===== config.mk =====
export PLATFORM = sky130hd
export DESIGN_NAME = rbx_transceiver
export DESIGN_NICKNAME = d
export VERILOG_FILES = /design/src/rtl/rbx_pkg.sv /design/src/rtl/rbx_dir_mux.sv /design/src/rtl/rbx_transceiver.sv
export SDC_FILE = /design/constraint.sdc
export NUM_CORES = 1
export LEC_CHECK = 0
export BUFFER_PORTS_ARGS = -buffer_cell sky130_fd_sc_hd__buf_2
export CAP_MARGIN = 20
export CORE_MARGIN = 4
export CORE_UTILIZATION = 29
export CTS_BUF_LIST = sky130_fd_sc_hd__clkbuf_16
export CTS_CLUSTER_DIAMETER = 100
export CTS_CLUSTER_SIZE = 8
export DETAILED_ROUTE_END_ITERATION = 8
export GPL_ROUTABILITY_DRIVEN = 0
export PLACE_DENSITY_LB_ADDON = 0.08
export SYNTH_ARGS = -nofsm -noshare
export SYNTH_HDL_FRONTEND = slang
export SYNTH_SLANG_ARGS = --single-unit

===== constraint.sdc =====
create_clock -name clk -period 1.9 [get_ports clk]
set_clock_uncertainty 0.2 [all_clocks]
set_input_delay 0.285 -clock clk [delete_from_list [all_inputs] [get_ports clk]]
set_output_delay 0.285 -clock clk [all_outputs]
set_load 0.1 [all_outputs]

===== src/rtl/rbx_pkg.sv =====
package rbx_pkg;
    typedef enum logic [1:0] {
        SRC_OFF    = 2'd0,
        SRC_LIVE   = 2'd1,
        SRC_STORED = 2'd2,
        SRC_HOLD   = 2'd3
    } src_e;
endpackage


===== src/rtl/rbx_dir_mux.sv =====
module rbx_dir_mux
    import rbx_pkg::*;
#(
    parameter int W = 8
) (
    input  logic         en,
    input  logic         sel,
    input  logic         loop,
    input  logic [W-1:0] hold,
    input  logic [W-1:0] stored_fwd,
    input  logic [W-1:0] stored_back,
    input  logic         far_en,
    input  logic [W-1:0] far_in,
    output logic [W-1:0] drv,
    output logic [W-1:0] out
);
    src_e src;

    always_comb begin
        if (loop)      src = SRC_HOLD;
        else if (sel)  src = SRC_STORED;
        else           src = SRC_LIVE;
        case (src)
            SRC_HOLD:   drv = hold;
            SRC_STORED: drv = stored_fwd;
            SRC_LIVE:   drv = far_en ? stored_back : far_in;
            default:    drv = '0;
        endcase
        out = en ? drv : '0;
    end
endmodule


===== src/rtl/rbx_transceiver.sv =====
module rbx_transceiver
    import rbx_pkg::*;
#(
    parameter int W = 8
) (
    input  logic         clk,
    input  logic         rst_n,
    input  logic         oe_ab,
    input  logic         oe_ba_n,
    input  logic         sel_ab,
    input  logic         sel_ba,
    input  logic         ld_a,
    input  logic         ld_b,
    input  logic [W-1:0] a_in,
    output logic [W-1:0] a_out,
    output logic [W-1:0] a_oe,
    input  logic [W-1:0] b_in,
    output logic [W-1:0] b_out,
    output logic [W-1:0] b_oe
);
    typedef struct packed {
        logic [W-1:0] reg_a;
        logic [W-1:0] reg_b;
        logic [W-1:0] last_a;
        logic [W-1:0] last_b;
    } state_t;

    state_t st_d, st_q;
    logic         a_en, b_en, loop;
    logic [W-1:0] a_drv, b_drv, a_eff, b_eff;
    logic [W-1:0] reg_a_q, reg_b_q;

    assign a_en    = ~oe_ba_n;
    assign b_en    = oe_ab;
    assign loop    = a_en & b_en & ~sel_ab & ~sel_ba;
    assign reg_a_q = st_q.reg_a;
    assign reg_b_q = st_q.reg_b;

    rbx_dir_mux #(.W(W)) u_mux_a (
        .en(a_en), .sel(sel_ba), .loop(loop), .hold(st_q.last_a),
        .stored_fwd(st_q.reg_b), .stored_back(st_q.reg_a),
        .far_en(b_en), .far_in(b_in), .drv(a_drv), .out(a_out)
    );

    rbx_dir_mux #(.W(W)) u_mux_b (
        .en(b_en), .sel(sel_ab), .loop(loop), .hold(st_q.last_b),
        .stored_fwd(st_q.reg_a), .stored_back(st_q.reg_b),
        .far_en(a_en), .far_in(a_in), .drv(b_drv), .out(b_out)
    );

    assign a_oe  = {W{a_en}};
    assign b_oe  = {W{b_en}};
    assign a_eff = a_en ? a_drv : a_in;
    assign b_eff = b_en ? b_drv : b_in;

    always_comb begin
        st_d = st_q;
        if (ld_a) st_d.reg_a = a_eff;
        if (ld_b) st_d.reg_b = b_eff;
        if (!loop) begin
            st_d.last_a = a_eff;
            st_d.last_b = b_eff;
        end
    end

    always_ff @(posedge clk or negedge rst_n) begin
        if (!rst_n) st_q <= '0;
        else        st_q <= st_d;
    end
endmodule


# --- Yosys cells after proc, flatten, opt, wreduce, memory -nomap -nowiden ---
# Cells that the tools add are included.
word_totals:
  wordCells: 28
  ff_bits: 32
  inputBits: 24
  out_inout_bits: 32
classes:
  n_mux: 12
  n_bitwise: 6
  n_eq_ne: 6
op_table:
  columns: ["operator", "count"]
  rows:
  - ["$mux 8", 6]
  - ["$pmux 8 s3", 2]
  - ["$eq 2x2->1 const B", 4]
  - ["$mux 2", 4]
  - ["$eq 2x1->1 const B", 2]
  - ["$and 1x1->1", 3]
  - ["$not 1->1", 3]

# --- Longest topological paths before layout ---
# Gate-level depths: netlist (run 1).
logic_depth:
  word_depth: 8
  depth_mapped: 6
  ltp_nobuf: 3

# --- Hierarchy ---
# A second synthesis (run 1) with hierarchy kept.
unflattened:
  hier_cells: 266
  area_unflattened_um2: 2556.2
modules_own_cells:
  columns: ["module", "cells_each", "area_per_inst_um2", "seq_area_each_um2", "instances"]
  rows:
  - ["rbx_transceiver", 134, 1522.7, 800.8, 1]
  - ["rbx_dir_mux", 66, 516.7, 0.0, 2]

# --- Least setup slack after synthesis (run 1) ---
# No wires, ideal clock.
synth_path:
  path_type: "input-to-output"
  start: "in oe_ba_n"
  end: "out b_out[6]"
  path_slack_ps: -1825
  path_buffers: 3
  t_arrival_ps: 3240
  required_time_ps: 1415
  cell_stages: 6
  cell_sequence: "buf_6 > buf_2 > buf_2 > clkinv_1 > nor2_1 > o31ai_1"
synth_via:
  elab_chain_len: 8
  elab_cells_between_ends: 11
  classes_between: "eq/ne: 3; mux: 4; bitwise: 4"
synth_rtl:
  columns: ["item", "line_no", "source"]
  rows:
  - ["start: declaration", "rbx_transceiver.sv:9", "input logic oe_ba_n,"]
  - ["$not 1->1 *", "rbx_transceiver.sv:33", "assign a_en = ~oe_ba_n;"]
  - ["named net a_en", "rbx_transceiver.sv:29", "logic a_en, b_en, loop;"]
  - ["$and 1x1->1 * (3 in a row)", "rbx_transceiver.sv:35", "assign loop = a_en & b_en & ~sel_ab & ~sel_ba;"]
  - ["$mux 2 *", "rbx_dir_mux.sv:20", "if (loop) src = SRC_HOLD;"]
  - ["$eq 2x1->1 or $eq 2x2->1 (tied branches)", "rbx_dir_mux.sv:23", "case (src)"]
  - ["$pmux 8 s3 *", "rbx_dir_mux.sv:23", null]
  - ["$mux 8 *", "rbx_dir_mux.sv:29", "out = en ? drv : '0;"]
  - ["end: declaration", "rbx_transceiver.sv:18", "output logic [W-1:0] b_out,"]
# The timed path passes the listed nets; every way through them passes the cells marked *.

# --- Worst setup path after layout (run 1) ---
layout_path:
  start: "reg st_q[8] (netlist bit)"
  end: "out a_out[0]"
layout_via:
  elab_chain_len: 2
layout_rtl:
  columns: ["item", "line_no", "source"]
  rows:
  - ["start: declaration", "rbx_transceiver.sv:28", "state_t st_d, st_q;"]
  - ["start signal: assignment", "rbx_transceiver.sv:68", "else st_q <= st_d;"]
  - ["$pmux 8 s3", "rbx_dir_mux.sv:23", null]
  - ["$mux 8", "rbx_dir_mux.sv:29", null]
  - ["end: declaration", "rbx_transceiver.sv:15", "output logic [W-1:0] a_out,"]
# No other way between the ends.

==> flow_summary.json, run 1 <==
{
  "crit_chain": "or3b_1 > a311o_1 > a21oi_4 > buf_12",
  "relSlewSlack_pct": 67.85,
  "worst_setup_path_start_kind": "flop",
  "syn_area_um2": 2510,
  "port_buffers": 55,
  "crit_buf_inv": 1,
  "yosys_warnings": 0,
  "cts.htree.levels": 2,
  "core-area_um2": 8299,
  "syn_inst": 306,
  "drt-initial-drc-count": 94,
  "nets": 391,
  "synthTopCellsByArea": "dfrtp_1 (32%), a21oi_1 (6.0%), buf_4 (5.4%)",
  "ir_drop_v": 0.0003750,
  "worst_pin_slew_ns": 0.4856,
  "tns_ns": -1.124,
  "crit_slowest_cell": "or3b_1",
  "hpwl_um": 6088,
  "drc": 0,
  "wl_per_cell_um": 17.25,
  "diodes": 0,
  "die_area_um2": 10210,
  "cp_slowest_stage_delay_ns": 0.36,
  "ff2ff_path_depth": 4,
  "syn_nets": 330,
  "grt_pass1_wl_um": 12850,
  "ios": 56,
  "clk_pin_slew_worst_paths_ns": 0.06,
  "die_w_um": 101.0,
  "grt_antenna_before_repair": 0,
  "required_ns": 1.41,
  "synth-edff-count": 0,
  "start_util_pct": 30.24,
  "crit_arrival_ns": 1.62,
  "num_rows": 33,
  "critPathTopFamily": "compound AO/OA/AOI/OAI gates",
  "max-cap-violations": 0,
  "status": "finished, violations left",
  "power_density_nw_per_um2": 743.2,
  "clk_latency_ns": 0.28,
  "fmaxAchievable_ghz": 0.4756,
  "synth_top_area_cell": "dfrtp_1",
  "dp_slack_ns": -0.2282,
  "num_vias": 2536,
  "violations": "setup timing",
  "rsz0062_at_grt": "true",
  "antenna_left": 0,
  "netlist.area_leader.share_pct": 31.90,
  "fin_crit_sh_pct": 110.7,
  "die_h_um": 101.0,
  "numCtsBuffers": 5,
  "hp-class": "in -> reg",
  "gr-total-overflow": 0,
  "grt_start_max_net_pins": 33,
  "finalHoldViolCount": 0,
  "endpoint": "a_out[0]",
  "synth-seq-cells": 32,
  "ys_types": 32,
  "r2r_slack_ns": 0.41,
  "r2r_start": "reg_a_q[2]",
  "drive_gt1_share_pct": 40.60,
  "async_reset_ff_share_pct": 100.0,
  "crit_path_end_kind": "output pin",
  "seq_area_frac_synth_pct": 31.90,
  "cp.depth": 4,
  "p_leak_uw": 0.001584,
  "via_per_inst": 5.373,
  "wirelength_um": 8142,
  "avgSynthCellArea_um2": 8.202,
  "setup_ws_ns": -0.2026,
  "cts_tree": "done",
  "grt_pass1_vias": 2440,
  "slew_viol_final": 0,
  "path_class": "reg -> out",
  "cts_buffer_depth": 2,
  "cts.sink_count": 32,
  "ys.flop_type": "dfrtp_1",
  "setup_viol": 6,
  "period_minus_slack_ns": 2.103,
  "synth_commonest_cells": "dfrtp_1 (32), nor2_1 (32), a21oi_1 (30)",
  "r2r_end": "reg_b_q[2]",
  "crit_path_max_fanout": 2,
  "dr.pass1.iters": 4,
  "startpoint": "st_q[8]",
  "cts_root_buf": "clkbuf_16",
  "grt_usage_pct": 16.10,
  "areaGrowthSynthToFinish_pct": 55.03
}
cell type report:
type / count / area, um^2
Fill cell: 818 / 4408
Clock inverter: 2 / 7.507
Multi-Input combinational cell: 224 / 1718
Tap cell: 105 / 131.4
Timing Repair Buffer: 101 / 1082
Clock buffer: 5 / 125.1
Inverter: 3 / 23.77
Sequential cell: 32 / 803.3
through the flow:
step                      util, %  instances  hold WS [ns]  instance area, um^2  total power [uW]
after global placement      43.36        462       0.05265                 3598              2091
after floorplan                 -        306       -0.2106                 2828              1696
after detailed placement    43.36        462       0.05812                 3598              2096
final                       46.89        472        0.2118                 3891              2892
after CTS                   46.77        474        0.2186                 3881              2895
after global routing        46.89        472        0.2460                 3891              3005
power breakdown:
group,internal [uW],switching (uW)
clock network,469,295
logic,493,793
registers,766,75.3
total,1730,1160
worst min-delay path, cell delays in order:
cell     delay (ns)
buf_2          0.12
nand2_1        0.06
o31a_1         0.14
a21oi_1        0.04
logic make-up (layout without fill, tap and decap cells):
group | Yosys count | count (layout) | share of synthesized area [%]
and+or+nand+nor | 124 | 124 | 27.82
AOI/OAI and AO/OA | 100 | 100 | 28.81
buffers and inverters | 50 | 111 | 11.47
DFF | 32 | 32 | 31.90
sequential cells by signal, indices dropped and copies added (netlist names):
name / flops
reg_a_q: 8
reg_b_q: 8
st_q: 16
how the worst min path moves through the flow:
stage / startpoint / end / slack (ns) / cells after the start
final: a_in[7] / st_q[15] / 0.21 / 4
after global routing: ld_b / reg_b_q[4] / 0.25 / 3
after CTS: a_in[7] / st_q[15] / 0.22 / 4
after detailed placement: rst_n / st_q[10] / 0.06 / 2
after global placement: rst_n / st_q[11] / 0.05 / 2
after floorplan: rst_n / reg_a_q[0] / -0.21 / 0
metal layers:
| layer | vias to the layer above | share of wire (%) | track usage [%] |
|---|---|---|---|
| met2 | 73 | 49 | 27.14 |
| met5 | - | 0 | 0 |
| li1 | 1216 | - | - |
| met1 | 1240 | 45 | 21.31 |
| met4 | 0 | 0.88 | 3.681 |
| met3 | 7 | 5.9 | 3.045 |
repair_timing:
| item | in CTS | in global routing |
|---|---|---|
| resized for setup | 28 | 11 |
| setup buffers | 7 | 0 |
| setup endpoints to repair | 24 | 15 |
| hold buffers | 1 | 0 |
| pin swaps | 13 | 7 |
| hold endpoints to repair | 32 | 0 |
cell usage in the layout, fill, tap and decap left out, types with 2 or more instances in the layout:
master      n
o31ai_4     8
nand2b_1    5
nand2_1    23
nand2b_4    2
o21ai_1     5
nor3b_2     2
and3b_2     4
buf_2      27
dfrtp_1    30
and3b_1     4
a211oi_2    4
buf_12     29
a21oi_4     6
dfrtp_2     2
clkbuf_16   5
o311a_1     2
a211oi_4    4
o21ai_0     5
buf_8       2
nor3_1      8
clkinv_1    2
a21boi_0    2
nor2b_1    17
o31a_1      8
nor2_2      2
a311o_1     6
a221oi_2    6
a21oi_1    24
buf_6       3
nor2_1     30
o21ai_4     2
a31oi_1     8
a221oi_1   10
or2b_1      3
or3b_1     14
and2_1      8
buf_4      39
inv_1       2
Note: power is estimated with default switching activity, not from simulation.
==> run 2, diff against run 1 <==
Settings changed: CTS_BUF_LIST sky130_fd_sc_hd__clkbuf_16 to default.
==> flow_summary.json, run 2 (same netlist as run 1, synthesis figures left out) <==
{
  "status": "finished, violations left",
  "violations": "setup timing",
  "cts_root_buf": "clkbuf_8",
  "core-area_um2": 8299,
  "hp-class": "in -> reg",
  "mostFrequentLayoutCell": "buf_4",
  "ios": 56,
  "dp_slack_ns": -0.2282,
  "wl_per_cell_um": 17.11,
  "die_h_um": 101.0,
  "mostFrequentLayoutCells": "buf_4 (39), nor2_1 (30), buf_12 (30), dfrtp_1 (30), buf_2 (28)",
  "setup_ws_ns": -0.2238,
  "period_minus_slack_ns": 2.124,
  "fmaxAchievable_ghz": 0.4709,
  "slew_viol_final": 0,
  "antenna_left": 0,
  "cp.depth": 4,
  "cts.sink_count": 32,
  "crit_arrival_ns": 1.64,
  "top_register": "st_q",
  "nets": 391,
  "grt_antenna_before_repair": 0,
  "gr-total-overflow": 0,
  "wirelength_um": 8078,
  "port_buffers": 55,
  "relSlewSlack_pct": 67.85,
  "crit_chain": "or3b_4 > a311o_1 > a21oi_4 > buf_12",
  "die_w_um": 101.0,
  "setup_viol": 6,
  "cp_slowest_stage_delay_ns": 0.37,
  "worst_pin_slew_ns": 0.4856,
  "critPathTopFamily": "compound AO/OA/AOI/OAI gates",
  "fin_hold_ws_ns": 0.2026,
  "areaGrowthSynthToFinish_pct": 53.29,
  "drc": 0,
  "num_rows": 33,
  "p_leak_uw": 0.001571,
  "num_vias": 2520,
  "cts.htree.levels": 2,
  "largest_reg_flops": 16,
  "postLayoutCellArea_um2": 3847,
  "diodes": 0,
  "crit_path_end_kind": "output pin",
  "required_ns": 1.41,
  "grt_start_max_net_pins": 33,
  "drive_gt1_share_pct": 41.69,
  "worst_setup_path_start_kind": "flop",
  "dr.pass1.iters": 4,
  "ff2ff_path_depth": 4,
  "start_util_pct": 30.24,
  "hpwl_um": 6088,
  "cts_tree": "done",
  "numCtsBuffers": 5,
  "finalHoldViolCount": 0,
  "min_path_cells": 4,
  "clk_latency_ns": 0.29,
  "crit_slowest_cell": "or3b_4",
  "grt_pass1_vias": 2415,
  "cts_buffer_depth": 2,
  "place_area_um2": 3598,
  "power_density_nw_per_um2": 702.7,
  "power.total_uw": 2704,
  "via_per_inst": 5.339,
  "grt_usage_pct": 15.90,
  "nFillCells": 831,
  "grt_pass1_wl_um": 12700,
  "die_area_um2": 10210,
  "ir_drop_v": 0.0003571,
  "path_class": "reg -> out",
  "crit_path_max_fanout": 2,
  "fin_crit_sh_pct": 111.8,
  "drt-initial-drc-count": 100,
  "crit_buf_inv": 1,
  "max-cap-violations": 0,
  "rsz0062_at_grt": "true",
  "clk_pin_slew_worst_paths_ns": 0.07
}
run 2: changes by cell type in the layout (fill, tap and decap cells not counted), sizes merged:
| cell | delta |
|---|---|
| clkbuf | +2 |
| clkinv | -2 |
run 2: what timing repair did:
action | 4_1_cts | 5_1_grt
buffers inserted | 2 | 3
cloned | 0 | 1
pin swaps | 11 | 11
endpoints found under the hold margin | 32 | 0
gates resized for setup | 23 | 13
endpoints found under the setup margin | 24 | 16
hold buffers | 1 | 0
run 2: metal layers:
metal	global-route usage, %	share of wire [%]	vias to the layer above	wire length [um]
met5	0	0	-	0
met4	3.681	0.95	0	77
met3	3.045	5.8	6	470
met2	26.94	48	67	3902
met1	20.88	45	1234	3627
li1	-	-	1213	-
run 2: power by group:
group	switching, uW	total [uW]	internal, uW
clock	261	584	323
sequential	72.4	837	765
combinational	789	1280	494
run 2: tightest hold or removal path: cells and delay by family:
| family | cells | cell delay, ns |
|---|---|---|
| buffers and inverters | 1 | 0.12 |
| AOI/OAI and AO/OA | 2 | 0.18 |
| and+or+nand+nor | 1 | 0.06 |
run 2: final timing paths:
path / startpoint / slack (ns) / end
max: st_q[8] / -0.22 / a_out[0]
min: a_in[7] / 0.20 / st_q[15]
max reg2reg: reg_a_q[2] / 0.42 / reg_b_q[2]
min reg2reg: st_q[15] / 0.40 / st_q[15]
max in group asynchronous: rst_n / 1.01 / reg_b_q[5]
min in group asynchronous: rst_n / 0.28 / reg_a_q[3]
run 2: layout make-up:
class | count | area (um^2) | share of cell area [%]
tap | 105 | 131.4 | 3.415
inverter | 3 | 23.77 | 0.6179
multi-input combinational | 224 | 1712 | 44.49
clock buffer | 7 | 96.34 | 2.504
timing repair buffer | 101 | 1081 | 28.10
sequential | 32 | 803.3 | 20.88
run 2: per-stage QoR:
stage / utilization (%) / setup TNS, ns / instances
final: 46.36 / -1.205 / 472
after global routing: 46.36 / -1.612 / 472
after global placement: 43.36 / -3.670 / 462
after floorplan: - / -4.920 / 306
after CTS: 45.44 / -1.281 / 468
after detailed placement: 43.36 / -4.502 / 462
==> run 3, diff against run 2 <==
Settings changed: ABC_AREA from default to 1.
==> flow_summary.json, run 3 <==
{
  "status": "complete, no violations",
  "wl_per_cell_um": 14.03,
  "switching_share_pct": 41.00,
  "postLayoutCellArea_um2": 3206,
  "fin_crit_sh_pct": 96.93,
  "path_class": "in -> out",
  "nets": 369,
  "required_ns": 1.41,
  "ios": 56,
  "grt_start_max_net_pins": 33,
  "power_density_nw_per_um2": 722.6,
  "seq_area_frac_synth_pct": 39.36,
  "drive_gt1_share_pct": 46.67,
  "cts.htree.levels": 2,
  "synth_commonest_cells": "nand2_1 (124), dfrtp_1 (32), nand3_1 (32)",
  "seq_area_um2": 800.8,
  "grt_usage_pct": 15.30,
  "grt_antenna_before_repair": 0,
  "start_util_pct": 29.94,
  "avgSynthCellArea_um2": 7.318,
  "relSlewSlack_pct": 70.49,
  "num_rows": 30,
  "num_vias": 2003,
  "rsz0062_at_grt": "true",
  "netlist.area_leader.share_pct": 39.36,
  "clk_pin_slew_worst_paths_ns": 0.07,
  "synth-seq-cells": 32,
  "syn_nets": 302,
  "wirelength_um": 6187,
  "top_register": "st_q",
  "ys_types": 17,
  "dr.pass1.iters": 4,
  "syn_inst": 278,
  "largest_reg_flops": 16,
  "hp-class": "in -> reg",
  "nFillCells": 664,
  "seqPwrFrac_pct": 34.6,
  "synthTopCellsByArea": "dfrtp_1 (39%), nand2_1 (23%), buf_4 (8.1%)",
  "cts.sink_count": 32,
  "period_minus_slack_ns": 1.842,
  "crit_path_max_fanout": 8,
  "cts_tree": "done",
  "die_area_um2": 8419,
  "cts_buffer_depth": 2,
  "synth_top_area_cell": "dfrtp_1",
  "instances_no_fill": 441,
  "cts_root_buf": "clkbuf_8",
  "ys.flop_type": "dfrtp_1",
  "drc": 0,
  "p_clk_share_pct": 22.0,
  "setup_viol": 0,
  "worst_pin_slew_ns": 0.4427,
  "slew_viol_final": 0,
  "syn_area_um2": 2034,
  "finalHoldViolCount": 0,
  "multi_input_area_um2": 997.2,
  "place_area_um2": 2909,
  "numCtsBuffers": 5,
  "fin_hold_ws_ns": 0.03302,
  "hpwl_um": 4480,
  "drt-initial-drc-count": 55,
  "antenna_left": 0,
  "gr-total-overflow": 0,
  "die_w_um": 91.76,
  "utilization_pct": 47.18,
  "synth.most_common_cell": "nand2_1",
  "core-area_um2": 6794,
  "ir_drop_v": 0.0003951,
  "die_h_um": 91.76,
  "port_buffers": 55,
  "p_int_uw": 1367,
  "async_reset_ff_share_pct": 100.0,
  "max-cap-violations": 0,
  "grt_pass1_wl_um": 10060,
  "crit_path_end_kind": "output pin",
  "via_per_inst": 4.542,
  "mostFrequentLayoutCells": "nand2_1 (113), buf_12 (34), dfrtp_1 (32)",
  "pwr-share-comb_pct": 43.4,
  "r2r_slack_ns": 0.47,
  "worst_setup_path_start_kind": "input pin",
  "yosys_warnings": 0,
  "synth-edff-count": 0,
  "tns_ns": 0,
  "p_leak_uw": 0.001612,
  "placed_cells": 421,
  "fmaxAchievable_ghz": 0.5430,
  "grt_pass1_vias": 2038,
  "areaGrowthSynthToFinish_pct": 57.56,
  "diodes": 0,
  "clk_latency_ns": 0.29,
  "crit_arrival_ns": 1.36,
  "power.switching_uw": 949.7,
  "mostFrequentLayoutCell": "nand2_1"
}
## run 3: cell count changes after synthesis, sizes merged, moves of 12 or more
cell and delta:
a21oi -30, a221oi -16, inv +20, nand2 +122, nand3 +32, nand4 +16, nor2 -31, nor2b -17
o21ai -12, or3b -14
## run 3: layout make-up
cell class                      instances  share of cell area, %
Sequential cell                        32                  24.98
Clock inverter                          1                 0.1561
Tap cell                               96                  3.747
Clock buffer                            6                  2.264
Timing Repair Buffer                   89                  32.98
Inverter                               22                  4.762
Multi-Input combinational cell        195                  31.11
## run 3: repair_timing
action | CTS | global route
resized for setup | 0 | 31
hold buffers | 1 | 0
setup endpoints to repair | 0 | 16
endpoints found under the hold margin | 32 | 0
setup buffers | 0 | 12
## run 3: critical path, stage by stage
cell        delay (ns)
buf_2             0.14
inv_6             0.05
nor2_8            0.14
nand3_4           0.16
nand3_1           0.13
nand3_2           0.08
nand2_2           0.10
clkinvlp_4        0.10
buf_12            0.17
## run 3: path summary, 6_finish.rpt
kind | startpoint | end | cells after the start
max in group asynchronous | rst_n | st_q[3] | 3
min | b_in[2] | st_q[2] | 3
min in group asynchronous | rst_n | st_q[2] | 3
min reg2reg | reg_b_q[6] | reg_b_q[6] | 2
max | oe_ab | b_out[5] | 9
max reg2reg | reg_b_q[1] | reg_b_q[1] | 10
## run 3: power groups by stage
| stage | clock network (uW) | registers [uW] | logic [uW] |
|---|---|---|---|
| 2_1_floorplan | 0 | 800 | 638 |
| 5_1_grt | 556 | 808 | 1070 |
| 3_3_place_gp | 0 | 814 | 942 |
| 6_report | 509 | 802 | 1010 |
| 3_5_place_dp | 0 | 814 | 942 |
| 4_1_cts | 518 | 801 | 946 |
## run 3: stage by stage
stage / total power (uW) / setup slack (ns)
global placement: 1756 / -0.002494
CTS: 2265 / 0.004688
detailed placement: 1756 / 0.01129
finish: 2316 / 0.05829
global route: 2432 / -0.03431
floorplan: 1439 / 0.001163
## run 3: cells by family after synthesis
group / share of synthesized area (%)
buf+inv: 16.42
flops: 39.36
simple gates: 44.22
## run 3: layer usage
metal / GRT usage [%] / vias to the layer above / wire length, um
li1: - / 990 / -
met1: 19.40 / 939 / 2772
met2: 25.20 / 58 / 2984
met3: 3.281 / 16 / 287
met4: 6.312 / 0 / 142
met5: 0 / - / 0
